<file path="src/rtl/csa7_pkg.sv">
package csa7_pkg;

    // Number of operands the tree reduces.
    localparam int unsigned NUM_OPS = 7;

    // Growth in width needed to hold 7 * (2^W - 1).
    localparam int unsigned GROW = 3;

    // State of the output capture stage.
    typedef enum logic {
        ST_EMPTY = 1'b0,
        ST_FULL  = 1'b1
    } out_state_e;

endpackage

</file>
<file path="src/rtl/csa_fa.sv">
// One full-adder cell: three bits of equal weight in, sum and carry out.
module csa_fa (
    input  logic a_i,
    input  logic b_i,
    input  logic c_i,
    output logic s_o,
    output logic co_o
);

    logic ab_x;

    always_comb begin
        ab_x = a_i ^ b_i;
        s_o  = ab_x ^ c_i;
        co_o = (a_i & b_i) | (ab_x & c_i);
    end

endmodule

</file>
<file path="src/rtl/csa_row.sv">
// One carry-save row: OW independent full adders. The carry vector is
// returned already aligned to its weight (shifted up one place). The top
// carry is dropped because the caller guarantees the value fits in OW bits.
module csa_row #(
    parameter int unsigned OW = 11
) (
    input  logic [OW-1:0] x_i,
    input  logic [OW-1:0] y_i,
    input  logic [OW-1:0] z_i,
    output logic [OW-1:0] sum_o,
    output logic [OW-1:0] cry_o
);

    logic [OW-1:0] raw_cry;

    for (genvar b = 0; b < OW; b++) begin : g_cell
        csa_fa u_fa (
            .a_i  (x_i[b]),
            .b_i  (y_i[b]),
            .c_i  (z_i[b]),
            .s_o  (sum_o[b]),
            .co_o (raw_cry[b])
        );
    end

    always_comb begin
        cry_o = {raw_cry[OW-2:0], 1'b0};
    end

endmodule

</file>
<file path="src/rtl/csa_cpa.sv">
// Final carry-propagate adder: a ripple chain of full-adder cells.
module csa_cpa #(
    parameter int unsigned OW = 11
) (
    input  logic [OW-1:0] p_i,
    input  logic [OW-1:0] q_i,
    output logic [OW-1:0] tot_o
);

    logic [OW:0] chain;

    assign chain[0] = 1'b0;

    for (genvar b = 0; b < OW; b++) begin : g_rip
        csa_fa u_fa (
            .a_i  (p_i[b]),
            .b_i  (q_i[b]),
            .c_i  (chain[b]),
            .s_o  (tot_o[b]),
            .co_o (chain[b+1])
        );
    end

    // The carry out of the top bit is always zero by range; it is left unused.
    logic unused_top;
    assign unused_top = chain[OW];

endmodule

</file>
<file path="src/rtl/csa_out_stage.sv">
// Output stage: a two-state capture machine, or a wire if REG_OUT is 0.
module csa_out_stage
    import csa7_pkg::*;
#(
    parameter int unsigned OW      = 11,
    parameter bit          REG_OUT = 1'b1
) (
    input  logic          clk,
    input  logic          rst_n,
    input  logic          v_i,
    input  logic [OW-1:0] d_i,
    output logic          v_o,
    output logic [OW-1:0] d_o
);

    if (REG_OUT) begin : g_reg
        out_state_e    st_q;
        logic [OW-1:0] hold_q;

        // State register
        always_ff @(posedge clk or negedge rst_n) begin
            if (!rst_n) begin
                st_q <= ST_EMPTY;
            end else begin
                unique case (st_q)
                    ST_EMPTY: st_q <= v_i ? ST_FULL : ST_EMPTY;
                    ST_FULL:  st_q <= v_i ? ST_FULL : ST_EMPTY;
                endcase
            end
        end

        // Data register, loaded only on a valid edge
        always_ff @(posedge clk or negedge rst_n) begin
            if (!rst_n) begin
                hold_q <= '0;
            end else if (v_i) begin
                hold_q <= d_i;
            end
        end

        // Outputs
        always_comb begin
            unique case (st_q)
                ST_EMPTY: v_o = 1'b0;
                ST_FULL:  v_o = 1'b1;
            endcase
            d_o = hold_q;
        end
    end else begin : g_wire
        assign v_o = v_i;
        assign d_o = d_i;
        logic unused_clk;
        assign unused_clk = clk ^ rst_n;
    end

endmodule

</file>
<file path="src/rtl/csa7_tree.sv">
// Seven-operand carry-save adder tree with one final carry-propagate adder.
module csa7_tree
    import csa7_pkg::*;
#(
    parameter int unsigned W       = 8,
    parameter bit          REG_OUT = 1'b1
) (
    input  logic                    clk,
    input  logic                    rst_n,
    input  logic                    in_valid,
    input  logic [NUM_OPS*W-1:0]    op_flat,
    output logic                    out_valid,
    output logic [W+GROW-1:0]       sum_out
);

    localparam int unsigned OW = W + GROW;

    // Operands zero-extended to the output width
    logic [OW-1:0] opx [NUM_OPS];

    for (genvar j = 0; j < NUM_OPS; j++) begin : g_unpack
        assign opx[j] = {{GROW{1'b0}}, op_flat[j*W +: W]};
    end

    // Level 1: two rows
    logic [OW-1:0] s1a, c1a, s1b, c1b;

    csa_row #(.OW(OW)) u_l1a (
        .x_i(opx[0]), .y_i(opx[1]), .z_i(opx[2]),
        .sum_o(s1a), .cry_o(c1a)
    );

    csa_row #(.OW(OW)) u_l1b (
        .x_i(opx[3]), .y_i(opx[4]), .z_i(opx[5]),
        .sum_o(s1b), .cry_o(c1b)
    );

    // Level 2
    logic [OW-1:0] s2, c2;

    csa_row #(.OW(OW)) u_l2 (
        .x_i(s1a), .y_i(c1a), .z_i(s1b),
        .sum_o(s2), .cry_o(c2)
    );

    // Level 3
    logic [OW-1:0] s3, c3;

    csa_row #(.OW(OW)) u_l3 (
        .x_i(s2), .y_i(c2), .z_i(c1b),
        .sum_o(s3), .cry_o(c3)
    );

    // Level 4
    logic [OW-1:0] s4, c4;

    csa_row #(.OW(OW)) u_l4 (
        .x_i(s3), .y_i(c3), .z_i(opx[6]),
        .sum_o(s4), .cry_o(c4)
    );

    // Single carry-propagate addition
    logic [OW-1:0] total;

    csa_cpa #(.OW(OW)) u_cpa (
        .p_i(s4), .q_i(c4), .tot_o(total)
    );

    csa_out_stage #(.OW(OW), .REG_OUT(REG_OUT)) u_out (
        .clk   (clk),
        .rst_n (rst_n),
        .v_i   (in_valid),
        .d_i   (total),
        .v_o   (out_valid),
        .d_o   (sum_out)
    );

endmodule

</file>
<file path="config.mk">
export PLATFORM = sky130hd
export DESIGN_NAME = csa7_tree
export DESIGN_NICKNAME = d
export VERILOG_FILES = /design/src/rtl/csa7_pkg.sv /design/src/rtl/csa_fa.sv /design/src/rtl/csa_row.sv /design/src/rtl/csa_cpa.sv /design/src/rtl/csa_out_stage.sv /design/src/rtl/csa7_tree.sv
export SDC_FILE = /design/constraint.sdc
export NUM_CORES = 1
export LEC_CHECK = 0
export BUFFER_PORTS_ARGS = -buffer_cell sky130_fd_sc_hd__clkbuf_2
export CAP_MARGIN = 40
export CORE_MARGIN = 8
export CORE_UTILIZATION = 52
export DETAILED_ROUTE_END_ITERATION = 8
export PLACE_DENSITY = 0.95
export SETUP_SLACK_MARGIN = 0.15
export SKIP_CTS_REPAIR_TIMING = 1
export SYNTH_ARGS = -nofsm -noshare
export SYNTH_HDL_FRONTEND = slang
export SYNTH_SLANG_ARGS = --single-unit
</file>
<file path="constraint.sdc">
create_clock -name clk -period 2.85 [get_ports clk]
set_clock_uncertainty 0.2 [all_clocks]
set_input_delay 0.4275 -clock clk [delete_from_list [all_inputs] [get_ports clk]]
set_output_delay 0.4275 -clock clk [all_outputs]
set_load 0.01 [all_outputs]
</file>
==> Word-level counts from Yosys, hierarchy flattened <==
Index checks and enable logic that the tools add are counted.
{ "totals": {"memories": 0, "latch_bits": 0, "wordCells": 240, "regBits": 12, "inputBits": 59, "ramBits": 0, "rom_bits": 0, "out_inout_bits": 12} }
{ "classes": {"n_addsub": 0, "multipliers": 0, "n_bitwise": 236, "n_reduce_logical": 0, "n_div": 0, "eq_ne": 0, "n_lt_le_gt_ge": 0, "shifts": 0, "n_mux": 2} }
{ "ops": {"columns": ["op", "count"], "rows": [
  ["$and A1 B1 Y1", 95],
  ["$xor A1 B1 Y1", 95],
  ["$or A1 B1 Y1", 45],
  ["$pmux W1 S2", 1],
  ["$mux W1", 1],
  ["$not A1 Y1", 1]
]} }

==> Longest topological paths before layout <==
Gate-level depths: netlist of the first run.
{ "logic_depth": {"word_depth": 27, "ltp_mapped": 18, "depth_no_buf": 18} }

==> Hierarchy <==
Synthesis of the first run repeated with hierarchy kept, for this count alone.
{ "hier_totals": {"hier_cells": 152, "hier_area_um2": 2233.4} }
{ "by_module_without_submodules": {"columns": ["mod", "area_per_inst_um2", "n_inst", "cells_each", "seq_area_each_um2"], "rows": [
  ["csa_fa", 20.0, 66, 1, 0.0],
  ["csa_out_stage", 473.0, 1, 24, 300.3],
  ["csa_row", 86.3, 5, 12, 0.0],
  ["csa7_tree", 3.8, 1, 1, 0.0],
  ["csa_cpa", 3.8, 1, 1, 0.0]
]} }

==> Worst setup path before layout of the first run <==
Ideal clock, no wire load.
{ "synth_timing": {"kind": "input port to flip-flop", "start": "input op_flat[2]", "end": "register u_out.g_reg.hold_q[9] (netlist: u_out.d_o[9])", "t_arrival_ps": 5942, "setup_ps": 125, "slack_ps": -3417, "stages": 15, "t_required_ps": 2525, "n_path_buf": 0, "cell_sequence": "fa_1 inv_1 fa_1 fa_1 inv_1 fa_1 fa_1 fa_1 fa_1 fa_1 fa_1 fa_1 fa_1 fa_1 mux2_4"} }
{ "synth_between": {"elab_chain_cells": 24, "elab_cells_between_ends": 75, "cone_classes": "bitwise (75)"} }
{ "synth_rtl": {"columns": ["element", "line", "source"], "rows": [
  ["from (decl)", "csa7_tree.sv:11", "input logic [NUM_OPS*W-1:0] op_flat,"],
  ["$xor A1 B1 Y1", "csa_fa.sv:13", "ab_x = a_i ^ b_i;"],
  ["$xor A1 B1 Y1", "csa_fa.sv:14", "s_o = ab_x ^ c_i;"],
  ["$xor A1 B1 Y1", "csa_fa.sv:13", null],
  ["$xor A1 B1 Y1", "csa_fa.sv:14", null],
  ["$xor A1 B1 Y1", "csa_fa.sv:13", null],
  ["$xor A1 B1 Y1", "csa_fa.sv:14", null],
  ["$xor A1 B1 Y1", "csa_fa.sv:13", null],
  ["$xor A1 B1 Y1", "csa_fa.sv:14", null],
  ["[9 not listed]", null, null],
  ["$and A1 B1 Y1", "csa_fa.sv:15", "co_o = (a_i & b_i) | (ab_x & c_i);"],
  ["$or A1 B1 Y1 *", "csa_fa.sv:15", null],
  ["$and A1 B1 Y1 *", "csa_fa.sv:15", null],
  ["$or A1 B1 Y1 *", "csa_fa.sv:15", null],
  ["$and A1 B1 Y1 *", "csa_fa.sv:15", null],
  ["$or A1 B1 Y1 *", "csa_fa.sv:15", null],
  ["$xor A1 B1 Y1 *", "csa_fa.sv:14", null],
  ["via u_cpa.g_rip[9].u_fa.s_o", "csa_fa.sv:6", "output logic s_o,"],
  ["to (signal assigned)", "csa_out_stage.sv:37", "hold_q <= d_i;"],
  ["to (decl)", "csa_out_stage.sv:18", "logic [OW-1:0] hold_q;"]
]} }
Mark *: on every way through the listed nets, which the timed path passes. The rest lies on a longest branch.
A chain may end at the register's enable or synchronous reset.

==> Worst setup path after layout of the first run <==
Same ends and word-level chain as after synthesis.

==> impl_metrics.ini, run 1 <==
[synthesis]
synth-simple-area-share_pct = 0
synth_xor_area_share_pct = 0
ys_types = 7
syn_inst = 127
synth_top_area_share_pct = 55.1
muxShareOfSynthArea_pct = 9.87
ys.flop_type = dfrtp_1
ys_top_cells_by_count = inv_1, fa_1, dfrtp_1, mux2_4, ha_1
synth_compound_area_share_pct = 0
synth_nets = 236
yosys_warnings = 0
synthAdderAreaFrac_pct = 58.9
synth_edf_count = 0
syn_area_mm2 = 0.00164
yosysSeqAreaShare_pct = 18.4
avgSynthCellArea_um2 = 12.9
synth_area_leaders = fa_1, dfrtp_1, inv_1
synth_area_leader_cell = fa_1
synth_top_family_by_area = adder cells
yosysMostFrequentCell = inv_1
synth-seq-cells = 12
ys_async_sr_fraction_pct = 100

[pwr]
p_total_mw = 1.79
pwr-share-comb_pct = 75.4
p_leak_nw = 1.19
clkPwrFrac_pct = 7.4
vdd_ir_drop_max_uv = 468
p_seq_share_pct = 17.3
cellPowerDensity_mw_per_mm2 = 839
switchingPower_mw = 0.702
switching_share_pct = 39.2
intPower_mw = 1.09

[hold_path]
holdPathStages = 1
hold_path_class = reg -> reg

[detailed_routing]
route.detailed.drc = 0
drt_pass1_iterations = 3
vias = 1095
viasPerCell = 4.47
drtIter0Drc = 22
wl_mm = 3.40
ant_nets = 0
wl_per_cell_um = 13.9

[clock_network]
path_clk_slew_ps = 70
cts_buffers = 3
cts-root-buf = clkbuf_4
clk_latency_ps = 270
cts_max_path_buffers = 2
ctsHtreeMaxLevel = 1
clock-sinks = 12
cts_tree = done

[die]
io_pins = 71
core_area_mm2 = 0.00303
die_y_um = 72.1
start_util_pct = 54.0
rows = 20
dieArea_mm2 = 0.00520
die_w_um = 72.1

[critical_path]
setup.worst_path.end_class = flop
start_kind = input port
arrival_ps = 5730
worst-endpoint-required_ps = 2810
crit_fanout = 1
critPathKind = in -> reg
rr_worst_depth = 1

[placed_design]
finalWeightedCongestion = 0.807
dp_slack_ps = -3300
place_area_mm2 = 0.00205
numPortBuffers = 70
dp_cells = 240
hpwl_mm = 3.20

[global_routing]
overflow = 0
grt_max_degree = 13
grt_pass1_vias = 1400
track_usage_pct = 14.2
antenna_found_initial = 0
grt_pass1_wl_mm = 5.81

[timing]
drv_slew = 0
hold_viol_final = 0
max-slew-margin-rel_pct = 74.2
fmax_ghz = 0.173
setup_viol = 10
tightestPinTransition_ps = 387
fin_crit_sh_pct = 202
layout_setup_ws_ps = -2920
period_needed_ps = 5770
grt_setup_unrepaired = yes

[final_layout]
drive_gt1_share_pct = 48.8
final_nets = 311
antenna_cells = 0
fin_cells = 245
final.fill_count = 246
area_growth_pct = 30.5
design_area_mm2 = 0.00213

[status]
failed_checks = negative setup slack
status = finished with violations

[flow_run]
cap_violations = 0
==> power groups by stage <==
stage               registers (mW)  clock network [mW]  logic [mW]
floorplan                    0.344                   0       0.926
global placement             0.310                   0        1.26
detailed placement           0.311                   0        1.36
CTS                          0.310               0.137        1.36
global route                 0.321               0.145        1.56
finish                       0.309               0.132        1.35
==> cells in the final DEF, fill, tap and decap left out <==
cell	count
dlygate4sd3_1	1
ha_4	2
dfrtp_1	12
clkbuf_8	1
mux2_2	1
inv_1	50
mux2_4	10
inv_2	3
clkbuf_2	68
ha_1	3
fa_1	37
buf_6	2
fa_2	8
clkbuf_4	3
==> flip-flops by register name (all words and copies together) (netlist names) <==
signal,flops
u_out.g_reg.st_q,1
u_out.d_o,11
==> kinds of logic (layout without fill, tap and decap cells) <==
family     Yosys count  in the layout
buf+inv             54            128
mux                 11             11
fa+ha+maj           50             50
flops               12             12
==> path summary, 6_finish.rpt <==
path	start	endpoint	slack, ps
setup / recovery	op_flat[2]	u_out.d_o[9]	-2920
hold / removal	u_out.d_o[4]	u_out.d_o[4]	320
setup reg to reg	u_out.d_o[7]	u_out.d_o[7]	1870
hold reg to reg	u_out.d_o[4]	u_out.d_o[4]	320
max in group asynchronous	rst_n	u_out.d_o[4]	1850
min in group asynchronous	rst_n	u_out.d_o[3]	380
==> worst max-delay path: stages <==
cell	delay, ps
buf_6	90
fa_1	540
inv_2	40
fa_1	500
fa_1	540
inv_1	50
fa_1	450
fa_2	360
fa_2	340
fa_2	350
fa_2	340
fa_2	340
fa_2	340
fa_2	350
fa_2	400
mux2_4	260
==> area by class of cell <==
cell class                      instances  area, um2  share of cell area, %
Clock buffer                            4       36.3                   1.70
Inverter                               53        199                   9.33
Multi-Input combinational cell         61       1170                   54.8
Sequential cell                        12        300                   14.1
Tap cell                               44       55.1                   2.58
Timing Repair Buffer                   71        373                   17.5
==> per-stage QoR <==
stage	setup TNS, ps	hold WS, ps	utilization [%]
after floorplan	-18420	-68.1	-
after global placement	-20000	118	67.8
after detailed placement	-20640	121	67.8
after CTS	-17810	-176	69.0
after global routing	-17990	315	70.5
final	-16870	315	70.5
==> layer usage <==
layer  GRT usage, %  wire length, um  up-vias
li1               -                -      492
met1           12.5             1090      555
met2           29.8             2040       48
met3           4.68              270        0
met4           2.04                0        0
met5              0                0        -
Power figures use the tool's default switching activity.
==> run 2: changes to the inputs <==
--- a/config.mk
+++ b/config.mk
@@ -7,6 +7,7 @@
 export LEC_CHECK = 0
 export BUFFER_PORTS_ARGS = -buffer_cell sky130_fd_sc_hd__clkbuf_2
 export CAP_MARGIN = 40
+export CORE_ASPECT_RATIO = 0.5
 export CORE_MARGIN = 8
 export CORE_UTILIZATION = 52
 export DETAILED_ROUTE_END_ITERATION = 8
==> run 2 against run 1 <==
  * The flow still finishes with violations (negative setup slack)
  * Global-route usage down 1.3 points
  * Clock power rose by 40%
  * Sequential share of layout area shrank 0.090 points
  * Routed wire length down 4.2%
  * Clock-buffer cell count unchanged
  * Core utilization up 1.2 points
  * Via count shrank 1.5%
  * Flip-flop and latch count stayed put
  * Critical path depth did not move
  * Register-to-register slack about the same
  * Combinational power about the same
==> impl_metrics.ini, run 2 (same netlist as run 1, synthesis figures left out) <==
[timing]
tightestPinTransition_ps = 412
fin_crit_sh_pct = 206
period_needed_ps = 5870
whs_ps = 311
drv_slew = 0
fmax_ghz = 0.171
layout_setup_ws_ps = -3020
hold_viol_final = 0
setup_viol = 10
grt_setup_unrepaired = yes
finalSetupTns_ps = -17640
max-slew-margin-rel_pct = 72.6

[detailed_routing]
drtIter0Drc = 25
viasPerCell = 4.48
route.detailed.drc = 0
ant_nets = 0
vias = 1079
wl_met2_mm = 1.88
wl_mm = 3.26
drt_pass1_iterations = 3
m1WireLength_mm = 1.07
highest_layer = met4
wl_per_cell_um = 13.5
wl_met3_um = 291

[placed_design]
dp_cells = 236
finalWeightedCongestion = 0.769
place_area_mm2 = 0.00205
numPortBuffers = 70
hpwl_mm = 3.07

[final_layout]
utilization_pct = 71.7
area_growth_pct = 31.3
fin_cells = 241
design_area_mm2 = 0.00215
final.fill_count = 233
antenna_cells = 0
drive_gt1_share_pct = 48.8
final_nets = 311
final_cell_mix = clkbuf_2, inv_1, fa_1, dfrtp_1, mux2_4
final_common_cell = clkbuf_2
largest_register_ffs = 11

[global_routing]
grt_max_degree = 13
grt_pass1_vias = 1379
antenna_found_initial = 0
grt_pass1_wl_mm = 5.48
overflow = 0
track_usage_pct = 12.9

[critical_path]
crit_fanout = 1
start_kind = input port
setup.worst_path.end_class = flop
arrival_ps = 5790
critPathKind = in -> reg
worst-endpoint-required_ps = 2780

[die]
die_w_um = 95.3
dieArea_mm2 = 0.00530
start_util_pct = 54.6
core_area_mm2 = 0.00300
rows = 14
io_pins = 71
die_y_um = 55.7

[clock_network]
cts_max_path_buffers = 2
path_clk_slew_ps = 50
ctsHtreeMaxLevel = 1
cts_tree = done
clk_latency_ps = 240
clock-sinks = 12
cts-root-buf = clkbuf_8
cts_buffers = 3

[hold_path]
hold_path_class = reg -> reg

[pwr]
clkPwrFrac_pct = 10.0
intPower_mw = 1.14
switchingPower_mw = 0.711
p_leak_nw = 1.20
switching_share_pct = 38.4
vdd_ir_drop_max_uv = 511
cellPowerDensity_mw_per_mm2 = 861
p_seq_share_pct = 16.6
pwr-share-comb_pct = 73.4

[status]
status = finished with violations
failed_checks = negative setup slack

[flow_run]
cap_violations = 0
[run 2: changes by cell type in the layout (fill, tap and decap cells not counted)]
cell	change
clkbuf_4	-3
clkbuf_8	+3
[run 2: cell type report]
| cell class | instances | area (um2) | share of cell area, % |
|---|---|---|---|
| Inverter | 53 | 199 | 9.27 |
| Timing Repair Buffer | 71 | 373 | 17.4 |
| Multi-Input combinational cell | 61 | 1170 | 54.5 |
| Clock buffer | 4 | 55.1 | 2.56 |
| Sequential cell | 12 | 300 | 14.0 |
| Tap cell | 40 | 50.0 | 2.33 |
[run 2: final timing paths]
kind	from	to	slack, ps	cells after the start
max	op_flat[2]	u_out.d_o[9]	-3020	16
min	u_out.d_o[0]	u_out.d_o[0]	310	1
max reg2reg	u_out.d_o[3]	u_out.d_o[3]	1880	1
min reg2reg	u_out.d_o[0]	u_out.d_o[0]	310	1
max in group asynchronous	rst_n	u_out.d_o[3]	1820	2
min in group asynchronous	rst_n	u_out.d_o[10]	400	2
[run 2: power by group through the flow]
stage / registers (mW) / logic [mW] / clock network (mW)
after floorplan: 0.344 / 0.926 / 0
after global placement: 0.305 / 1.26 / 0
after detailed placement: 0.307 / 1.36 / 0
after CTS: 0.308 / 1.35 / 0.188
after global routing: 0.316 / 1.55 / 0.198
final: 0.307 / 1.36 / 0.185
[run 2: critical path, cell delays in order]
cell and delay, ps:
buf_6 90, fa_1 540, inv_2 40, fa_1 490, fa_1 560, inv_2 40, fa_1 490, fa_2 350
fa_2 340, fa_2 350, fa_2 340, fa_2 350, fa_2 350, fa_2 350, fa_2 400, mux2_4 260
[run 2: layer usage]
layer | track usage, % | vias to the layer above
li1 | - | 490
met1 | 12.5 | 544
met2 | 25.1 | 43
met3 | 4.85 | 2
met4 | 2.42 | 0
met5 | 0 | -
[run 2: per-stage QoR]
| stage | total power [mW] | worst slack (ps) |
|---|---|---|
| 4_1_cts | 1.85 | -3070 |
| 5_1_grt | 2.07 | -3160 |
| 3_3_place_gp | 1.56 | -3230 |
| 3_5_place_dp | 1.66 | -3330 |
| 6_report | 1.85 | -3020 |
| 2_1_floorplan | 1.27 | -3070 |
==> run 3: changes to the inputs <==
--- a/config.mk
+++ b/config.mk
@@ -5,13 +5,13 @@
 export SDC_FILE = /design/constraint.sdc
 export NUM_CORES = 1
 export LEC_CHECK = 0
-export BUFFER_PORTS_ARGS = -buffer_cell sky130_fd_sc_hd__clkbuf_2
+export BUFFER_PORTS_ARGS = -buffer_cell sky130_fd_sc_hd__buf_2
 export CAP_MARGIN = 40
 export CORE_ASPECT_RATIO = 0.5
 export CORE_MARGIN = 8
-export CORE_UTILIZATION = 52
+export CORE_UTILIZATION = 35
 export DETAILED_ROUTE_END_ITERATION = 8
-export PLACE_DENSITY = 0.95
+export PLACE_DENSITY = 0.73
 export SETUP_SLACK_MARGIN = 0.15
 export SKIP_CTS_REPAIR_TIMING = 1
 export SYNTH_ARGS = -nofsm -noshare
==> run 3 against run 2 <==
  * The run still ends with negative setup slack left
  * Global-route usage shrank 3.7 points
  * Hold slack lost 8.8 ps
  * Final area shrank 0.35%
  * Clock-buffer cell count shrank 1
  * Sequential share of layout area is essentially flat
  * Setup slack lost 3.0 ps
  * First-iteration DRC count shrank 60%
  * Critical path type unchanged
  * Largest cell class unchanged
==> impl_metrics.ini, run 3 (same netlist as run 1, synthesis figures left out) <==
[status]
status = finished with violations
failed_checks = negative setup slack

[final_layout]
seq_area_um2 = 300
multi_input_area_mm2 = 0.00116
drive_gt1_share_pct = 48.0
final_common_cell = buf_2
antenna_cells = 0
final_nets = 311
area_growth_pct = 30.8
final.fill_count = 420
design_area_mm2 = 0.00214
utilization_pct = 48.1
final_cell_mix = buf_2, inv_1, fa_1, dfrtp_1, mux2_4
fin_cells = 257
largest_register_ffs = 11

[critical_path]
r2r-end = u_out.d_o[8]
start_kind = input port
startpoint = op_flat[42]
path_delay_family = adder cells
setup.worst_path.end_class = flop
timing.reg2reg.setup_slack_ps = 1880
path_cells = buf_6 -> fa_1 -> inv_2 -> fa_1 -> fa_1 -> inv_2 -> fa_1 -> fa_2 -> fa_2 -> fa_2 -> fa_2 -> fa_2 -> fa_2 -> fa_2 -> fa_2 -> mux2_4
cp_slowest_stage_delay_ps = 560
critical_path_buf_inv_count = 3
crit_fanout = 1
crit-reg2reg-launch = u_out.d_o[8]
cp-endpoint = u_out.d_o[9]
worst-endpoint-required_ps = 2770
critPathKind = in -> reg
crit_top_cell = fa_2
arrival_ps = 5790
rr_worst_depth = 1
crit_slowest_cell = fa_1
cp.depth = 16

[placed_design]
finalWeightedCongestion = 0.726
hpwl_mm = 3.02
numPortBuffers = 70
place_area_mm2 = 0.00207
dp_cells = 253
dp_slack_ps = -3320

[flow_run]
cap_violations = 0

[detailed_routing]
viasPerCell = 4.22
drtIter0Drc = 10
vias = 1084
ant_nets = 0
wl_mm = 3.20
wl_per_cell_um = 12.4
drt_pass1_iterations = 2
route.detailed.drc = 0

[global_routing]
grt_max_degree = 13
grt_pass1_vias = 1336
grt_pass1_wl_mm = 5.49
antenna_found_initial = 0
overflow = 0
track_usage_pct = 9.24

[pwr]
vdd_ir_drop_max_uv = 354
cellPowerDensity_mw_per_mm2 = 837
p_leak_nw = 1.18
p_total_mw = 1.79

[timing]
tightestPinTransition_ps = 364
hold_viol_final = 0
setup_viol = 10
finalSetupTns_ps = -17710
period_needed_ps = 5870
drv_slew = 0
fmax_ghz = 0.170
layout_setup_ws_ps = -3020
fin_crit_sh_pct = 206
max-slew-margin-rel_pct = 75.7
grt_setup_unrepaired = yes
whs_ps = 303

[clock_network]
cts_max_path_buffers = 2
path_clk_slew_ps = 50
clk_latency_ps = 240
cts_tree = done
cts-root-buf = clkbuf_8
clock-sinks = 12
cts_buffers = 3
ctsHtreeMaxLevel = 1

[die]
start_util_pct = 36.8
dieArea_mm2 = 0.00725
die_w_um = 113
core_area_mm2 = 0.00445
die_y_um = 64.3
rows = 17
io_pins = 71

[hold_path]
hold_path_class = reg -> reg
holdPathStages = 1
-- run 3: cell count changes in the layout (fill, tap and decap cells not counted) --
cell      previous run  this run
buf_2                0        69
buf_6                2         1
clkbuf_2            68         0
clkbuf_8             4         3
ha_1                 3         4
ha_4                 2         1
mux2_2               1         0
mux2_4              10        11
-- run 3: layout make-up --
type | instances | share of cell area (%)
clock buffers | 3 | 1.93
well taps | 57 | 3.33
repair buffers | 71 | 17.1
inverters | 53 | 9.30
flip-flops and latches | 12 | 14.0
multi-input cells | 61 | 54.3
-- run 3: how the worst min path moves through the flow --
stage	from	slack (ps)	end
floorplan	rst_n	-70	u_out.d_o[0]
global placement	rst_n	100	u_out.d_o[8]
detailed placement	rst_n	120	u_out.d_o[8]
CTS	rst_n	-140	u_out.g_reg.st_q
global route	in_valid	300	u_out.g_reg.st_q
finish	u_out.d_o[5]	300	u_out.d_o[5]
-- run 3: where the power goes --
group / total, mW / switching [mW] / internal, mW
Combinational: 1.34 / 0.589 / 0.748
Sequential: 0.305 / 0.0410 / 0.264
Clock: 0.149 / 0.0563 / 0.0926
-- run 3: layer usage --
layer / global-route usage (%) / routed length (um) / up-vias
li1: - / - / 490
met2: 18.3 / 1790 / 38
met4: 1.50 / 10 / 0
met3: 3.00 / 195 / 2
met5: 0 / 0 / -
met1: 9.51 / 1200 / 554
